--- config.mk ---
export PLATFORM = sky130hd
export DESIGN_NAME = cmix_correlator
export DESIGN_NICKNAME = d
export VERILOG_FILES = /design/src/rtl/cmix_pkg.sv /design/src/rtl/cmix_ref_former.sv /design/src/rtl/cmix_pp_lut.sv /design/src/rtl/cmix_pair_add.sv /design/src/rtl/cmix_correlator.sv
export SDC_FILE = /design/constraint.sdc
export NUM_CORES = 1
export LEC_CHECK = 0
export CAP_MARGIN = 5
export CORE_MARGIN = 2
export CORE_UTILIZATION = 52
export DETAILED_ROUTE_END_ITERATION = 8
export PLACE_DENSITY = 0.77
export SYNTH_ARGS = -nofsm -noshare
export SYNTH_HDL_FRONTEND = slang
export SYNTH_HIERARCHICAL = 1
export SYNTH_SLANG_ARGS = --single-unit
--- constraint.sdc ---
create_clock -name clk -period 4 [get_ports clk]
set_input_delay 0.8 -clock clk [delete_from_list [all_inputs] [get_ports clk]]
set_output_delay 0.8 -clock clk [all_outputs]
set_load 0.02 [all_outputs]
--- src/rtl/cmix_pkg.sv ---
package cmix_pkg;

    localparam int SAMP_W    = 3;
    localparam int REF_W     = 2;
    localparam int PP_W      = 5;
    localparam int SUM_W     = PP_W + 1;
    localparam int IDX_W     = SAMP_W + REF_W;
    localparam int LUT_DEPTH = 1 << IDX_W;
    localparam int NUM_PP    = 4;
    localparam int PP_MAX    = 12;
    localparam int CORR_MAX  = 2 * PP_MAX;

    typedef struct packed {
        logic       neg;
        logic [1:0] mag;
    } samp_code_t;

    typedef struct packed {
        logic neg;
        logic big;
    } ref_code_t;

    typedef logic signed [PP_W-1:0]  pp_t;
    typedef logic signed [SUM_W-1:0] corr_t;

    function automatic int samp_level(input samp_code_t c);
        int m;
        case (c.mag)
            2'b00:   m = 1;
            2'b01:   m = 2;
            2'b10:   m = 3;
            default: m = 6;
        endcase
        return c.neg ? -m : m;
    endfunction

    function automatic int ref_level(input ref_code_t c);
        int m;
        m = c.big ? 2 : 1;
        return c.neg ? -m : m;
    endfunction

    // Table entry: index = {sample code, reference code}; optional negation
    function automatic pp_t pp_entry(input logic [IDX_W-1:0] idx, input logic negate);
        int p;
        p = samp_level(samp_code_t'(idx[IDX_W-1:REF_W])) * ref_level(ref_code_t'(idx[REF_W-1:0]));
        if (negate) p = -p;
        return pp_t'(p);
    endfunction

endpackage

--- src/rtl/cmix_ref_former.sv ---
module cmix_ref_former
    import cmix_pkg::*;
(
    input  ref_code_t sub_i,
    input  ref_code_t sub_q,
    input  logic      code_bit,
    output ref_code_t ref_i,
    output ref_code_t ref_q
);
    // The chip only flips the sign; the magnitude passes through untouched.
    always_comb begin
        ref_i.neg = sub_i.neg ^ code_bit;
        ref_i.big = sub_i.big;
        ref_q.neg = sub_q.neg ^ code_bit;
        ref_q.big = sub_q.big;
    end
endmodule

--- src/rtl/cmix_pp_lut.sv ---
module cmix_pp_lut
    import cmix_pkg::*;
#(
    parameter bit NEGATE = 1'b0
) (
    input  samp_code_t samp,
    input  ref_code_t  refc,
    output pp_t        prod
);
    pp_t table_q [LUT_DEPTH];

    for (genvar k = 0; k < LUT_DEPTH; k++) begin : g_entry
        assign table_q[k] = pp_entry(IDX_W'(k), NEGATE);
    end

    assign prod = table_q[{samp, refc}];
endmodule

--- src/rtl/cmix_pair_add.sv ---
module cmix_pair_add
    import cmix_pkg::*;
(
    input  pp_t   a,
    input  pp_t   b,
    output corr_t sum
);
    assign sum = corr_t'(a) + corr_t'(b);

    always_comb begin
        AST_SUM_RANGE: assert (sum >= -CORR_MAX && sum <= CORR_MAX);
    end
endmodule

--- src/rtl/cmix_correlator.sv ---
module cmix_correlator
    import cmix_pkg::*;
(
    input  logic              clk,
    input  logic              rst,
    input  logic              in_valid,
    input  logic [2:0]        samp_i,
    input  logic [2:0]        samp_q,
    input  logic [1:0]        sub_i,
    input  logic [1:0]        sub_q,
    input  logic              code_bit,
    output logic              out_valid,
    output logic signed [5:0] corr_re,
    output logic signed [5:0] corr_im
);
    samp_code_t s_i, s_q;
    ref_code_t  r_i, r_q;
    samp_code_t lut_s [NUM_PP];
    ref_code_t  lut_r [NUM_PP];
    pp_t        pp    [NUM_PP];
    corr_t      re_d, im_d;

    assign s_i = samp_code_t'(samp_i);
    assign s_q = samp_code_t'(samp_q);

    cmix_ref_former u_ref (
        .sub_i   (ref_code_t'(sub_i)),
        .sub_q   (ref_code_t'(sub_q)),
        .code_bit(code_bit),
        .ref_i   (r_i),
        .ref_q   (r_q)
    );

    // Table 0: sI*rI, 1: sQ*rQ, 2: -(sI*rQ), 3: sQ*rI
    assign lut_s[0] = s_i;  assign lut_r[0] = r_i;
    assign lut_s[1] = s_q;  assign lut_r[1] = r_q;
    assign lut_s[2] = s_i;  assign lut_r[2] = r_q;
    assign lut_s[3] = s_q;  assign lut_r[3] = r_i;

    for (genvar g = 0; g < NUM_PP; g++) begin : g_pp
        cmix_pp_lut #(.NEGATE(g == 2)) u_lut (
            .samp(lut_s[g]),
            .refc(lut_r[g]),
            .prod(pp[g])
        );
    end

    cmix_pair_add u_add_re (.a(pp[0]), .b(pp[1]), .sum(re_d));
    cmix_pair_add u_add_im (.a(pp[3]), .b(pp[2]), .sum(im_d));

    always_ff @(posedge clk) begin
        if (rst) begin
            out_valid <= 1'b0;
            corr_re   <= '0;
            corr_im   <= '0;
        end else begin
            out_valid <= in_valid;
            if (in_valid) begin
                corr_re <= re_d;
                corr_im <= im_d;
            end
        end
    end

    AST_ONE_CYCLE: assert property (@(posedge clk) disable iff (rst)
        in_valid |=> out_valid);

    AST_IDLE_HOLD: assert property (@(posedge clk) disable iff (rst)
        !in_valid |=> (!out_valid && $stable(corr_re) && $stable(corr_im)));

    AST_RE_BOUND: assert property (@(posedge clk) disable iff (rst)
        out_valid |-> (corr_re >= -CORR_MAX && corr_re <= CORR_MAX));

    AST_IM_BOUND: assert property (@(posedge clk) disable iff (rst)
        out_valid |-> (corr_im >= -CORR_MAX && corr_im <= CORR_MAX));
endmodule

* Word level (Yosys, flattened, before mapping)
Memory sizes are Yosys's and may differ from the RTL's.
Cells that the tools add are included.
** Storage, ports and cells
- ROM bits :: 640
- Bits of input ports :: 14
- Memories :: 4
- Word-level logic and storage cells :: 27
- Register bits after elaboration :: 13
** Cells by class
- Multiplexer cells :: 8
- Bitwise operators :: 6
- $lt $le $gt $ge :: 4
- Add/sub/neg operators :: 2
** Memories
- (no name shown) :: depth 32, bits a word 5, read ports 1, clocked after memory_dff 0, write ports 0, line cmix_pp_lut.sv:16 : assign prod = table_q[{samp, refc}];
- (no name shown) :: depth 32, bits a word 5, read ports 1, clocked after memory_dff 0, write ports 0, line cmix_pp_lut.sv:16
- (no name shown) :: depth 32, bits a word 5, read ports 1, clocked after memory_dff 0, write ports 0, line cmix_pp_lut.sv:16
- (no name shown) :: depth 32, bits a word 5, read ports 1, clocked after memory_dff 0, write ports 0, line cmix_pp_lut.sv:16
** Operators with widths (number)
- two-way mux 5 bit :: 8
- greater-or-equal comparator 6 bit, second input constant :: 4
- inverter 5 -> 6 bit :: 4
- adder 5 x 5 -> 6 bit :: 2
- XOR 1 bit :: 2

* Logic depth before layout (Yosys ltp)
Gate-level depths: netlist of the first run.
- Depth in word-level cells :: 6
- Mapped depth :: 14
- Gate-level depth less buffers :: 14

* By module
Netlist of the first run, hierarchy kept.
** Modules (own cells, without submodules)
- cmix_correlator :: times used 1, cells an instance 41, area each 467.9 µm²
- cmix_pp_lut at g_pp[1].u_lut ... :: times used 3, cells an instance 15, area each 130.1 µm²
- cmix_pair_add at u_add_re :: times used 1, cells an instance 25, area each 191.4 µm²
- cmix_pair_add at u_add_im :: times used 1, cells an instance 19, area each 170.2 µm²
- cmix_pp_lut at g_pp[0].u_lut :: times used 1, cells an instance 18, area each 152.6 µm²
- cmix_ref_former :: times used 1, cells an instance 4, area each 32.5 µm²

* Worst setup path before layout of the first run
OpenSTA, ideal clock, no wires.
- Path kind :: input-to-reg
- From :: input port code_bit
- To :: register corr_re[3]
- Cell stages on the path :: 12
- Library setup time :: 0.114 ns
- Arrival time :: 3.017 ns
- Path slack :: 0.868 ns
- Data required time :: 3.886 ns
- Path through :: xor2_1 -> inv_1 -> ha_1 -> nor3_1 -> a21oi_1 -> mux2_2 -> ha_1 -> a211oi_2 -> nor2_1 -> xor2_1 -> mux2i_1 -> nor2_1
** RTL lines
- start, declared :: line cmix_correlator.sv:11 : input logic code_bit,
- end signal, assigned :: line cmix_correlator.sv:59 : corr_re <= re_d;
- end, declared :: line cmix_correlator.sv:13 : output logic signed [5:0] corr_re,

==> results of run 1 <==
==> worst min-delay path, delay by kind of cell, from the launching register on <==
family        cells  cell delay, ns
flops             1            0.33
mux               1            0.06
simple gates      1            0.07
==> state kept, by name, indices dropped and copies added (netlist names) <==
signal / count
corr_re: 6
corr_im: 6
out_valid: 1
==> logic make-up after synthesis <==
| kind of cell | after synthesis | share of synthesized area |
|---|---|---|
| compound gates | 12 | 0.0641 |
| buf+inv | 19 | 0.0739 |
| xor+xnor | 24 | 0.150 |
| simple gates | 31 | 0.0890 |
| mux | 32 | 0.240 |
| fa+ha+maj | 21 | 0.198 |
| flops | 13 | 0.185 |
==> metrics by stage <==
| stage | hold slack (ns) | area, um^2 | worst slack [ns] | utilization |
|---|---|---|---|---|
| 3_5_place_dp | 0.484 | 1670 | 0.302 | 0.661 |
| 4_1_cts | 0.503 | 1690 | 0.575 | 0.671 |
| 5_1_grt | 0.529 | 1690 | 0.345 | 0.671 |
| 3_3_place_gp | 0.475 | 1670 | 0.410 | 0.661 |
| 6_report | 0.499 | 1690 | 0.580 | 0.671 |
| 2_1_floorplan | 0.579 | 1410 | 0.868 | - |
==> final cells by class <==
class	instances	area (um^2)
timing repair buffer	28	275
clock buffer	4	26.3
sequential	13	260
inverter	14	52.6
tap	30	37.5
fill	215	830
multi-input combinational	120	1040
==> power by group through the flow <==
stage          clock network, mW  logic (mW)  registers, mW
2_1_floorplan                  0       0.236          0.199
3_3_place_gp                   0       0.365          0.169
3_5_place_dp                   0       0.384          0.169
4_1_cts                   0.0846       0.386          0.167
5_1_grt                   0.0941       0.423          0.169
6_report                  0.0800       0.382          0.166
==> cells in the final DEF (no fill, tap or decap), drive strengths merged <==
master / count
inv: 14
nor3: 1
mux2i: 27
o21ai: 4
dfxtp: 13
ha: 19
xor2: 16
xnor2: 8
buf: 2
clkdlybuf4s50: 26
a211oi: 2
nor2b: 2
mux2: 5
a21o: 1
a21oi: 3
nor2: 23
o211ai: 2
nand2: 4
clkbuf: 4
nand2b: 1
fa: 2
==> worst min path at each step <==
stage / start / to / slack, ns / cells after the start
floorplan: corr_im[5] / corr_im[5] / 0.58 / 2
global placement: corr_re[0] / corr_re[0] / 0.48 / 2
detailed placement: corr_im[3] / corr_im[3] / 0.48 / 2
CTS: corr_re[5] / corr_re[5] / 0.50 / 2
global route: corr_im[5] / corr_im[5] / 0.53 / 2
finish: corr_re[5] / corr_re[5] / 0.50 / 2
==> metal layers <==
layer / global-route usage / vias to the layer above
li1: - / 556
met1: 0.215 / 525
met2: 0.361 / 22
met3: 0.0535 / 6
met4: 0.0714 / 0
met5: 0 / -
==> out/results.ini, run 1 <==
[synthesis]
syn_area_per_cell_um2=9.24
synthFlopType=dfxtp_1
synthTopCellsByArea=mux2i_1 19%, dfxtp_1 19%, ha_1 17%
ys_warn_count=6
yosys.area.top_type=mux2i_1
yosysSeqAreaShare=0.185
syn-cell-area_mm2=0.00141
syn_inst=152
ys_top_cells_by_count=27 x mux2i_1, 23 x nor2_1, 19 x ha_1
synth_edf_count=0
synth-seq-cells=13
ys_types=24
yosysMostFrequentCell=mux2i_1
async_flop_share=0
synthesis.nets=187
synth_top_area_frac=0.192

[setup_path]
worstSetupEndpointType=flop
critPathBufInv=3
crit_chain=clkdlybuf4s50_1 -> xor2_1 -> inv_1 -> ha_1 -> mux2_4 -> mux2i_1 -> inv_1 -> fa_1 -> nand2b_1 -> a21oi_2 -> xor2_1 -> mux2i_1 -> nor2_1
slowest_stage=clkdlybuf4s50_1
path_class=input port to flop
worstPathRequired_ns=4.21
rr_endpoint=corr_re[3]
r2r_slack_ns=3.36
rr_startpoint=corr_re[3]
critPathMaxFanout=6
critPathMaxStageDelay_ns=0.51
worstPathArrival_ns=3.63
critical_path_depth=13
crit_path_end=corr_re[4]
cpLargestDelayFamily=buffers and inverters
rr_worst_depth=2
critPathLaunchType=input port
worstSetupStartpoint=code_bit

[grt]
grt_pass1_wl_um=4950
antenna_found_initial=0
track_usage=0.197
grt_overflow=0
first_global_vias=1191
grt_max_degree=14

[die]
io_pins=27
rows=18
initial_utilization=0.557
die-area_mm2=0.00313
core_area_mm2=0.00252
die_w_um=56.0
die_h_um=56.0

[placed_design]
hpwl_um=2340
dp_cells=205
io_buffer_count=26
gp_congestion=0.766

[clock_network]
h-tree-depth=1
cts_inserted_buffers=3
cts-root-buf=clkbuf_4
cts-resized-gates=0
clkLatencyLatePin_ns=0.27
cts_hold_repair.buffers=0
cts.sinks=13
cts_setup_buffers=0
tritoncts=yes
clock_path_buffers=2
clk_pin_slew_ns=0.07

[timing]
rsz0062_at_grt=false
tightest_slew_ns=0.690
finalCritPeriodShare=0.855
slew_headroom=0.538
clock_skew_ns=0
finalHoldViolations=0
fmax_mhz=292
setup_viol=0
post-route-min-period_ns=3.42
drv_slew=0
fin_tns_setup_ns=0

[route]
finalWirelength_um=2780
drtIter0Drc=5
final_antenna_net_count=0
routedWlPerCell_um=13.3
dr_wl_met2_um=1490
drt_pass1_iterations=3
wl_met1_um=1130
routed_via_density=5.31
drc=0
vias=1109
route.met3.wl_um=99
top_layer=met4

[power]
total_leakage_power_nw=0.826
switching_power_mw=0.252
swShare=0.401
power_frac_seq=0.265
max-vdd-ir-drop_uv=385
internal_power_mw=0.377
p_comb_frac=0.608
power_density_mw_per_mm2=371
fin_total_pwr_mw=0.628
pwr-share-clk=0.127

[finish]
fin_nets=215
instances_no_fill=209
layout-drive-gt1-share=0.0782
antenna_cells=0
syn2layout_area_growth_pct=20.5

[run_status]
status=finished, final reports clean

[worst_hold_path]
hold_path_class=flop to flop

[job]
drv_cap=0

(Power assumes the default switching activity.)
==> inputs of run 2 (changes only) <==
--- a/config.mk
+++ b/config.mk
@@ -9,6 +9,7 @@
 export CORE_MARGIN = 2
 export CORE_UTILIZATION = 52
 export DETAILED_ROUTE_END_ITERATION = 8
+export GPL_ROUTABILITY_DRIVEN = 0
 export PLACE_DENSITY = 0.77
 export SYNTH_ARGS = -nofsm -noshare
 export SYNTH_HDL_FRONTEND = slang
==> results of run 2 <==
Same layout as run 1: the final DEF is identical, and so are final timing and power.
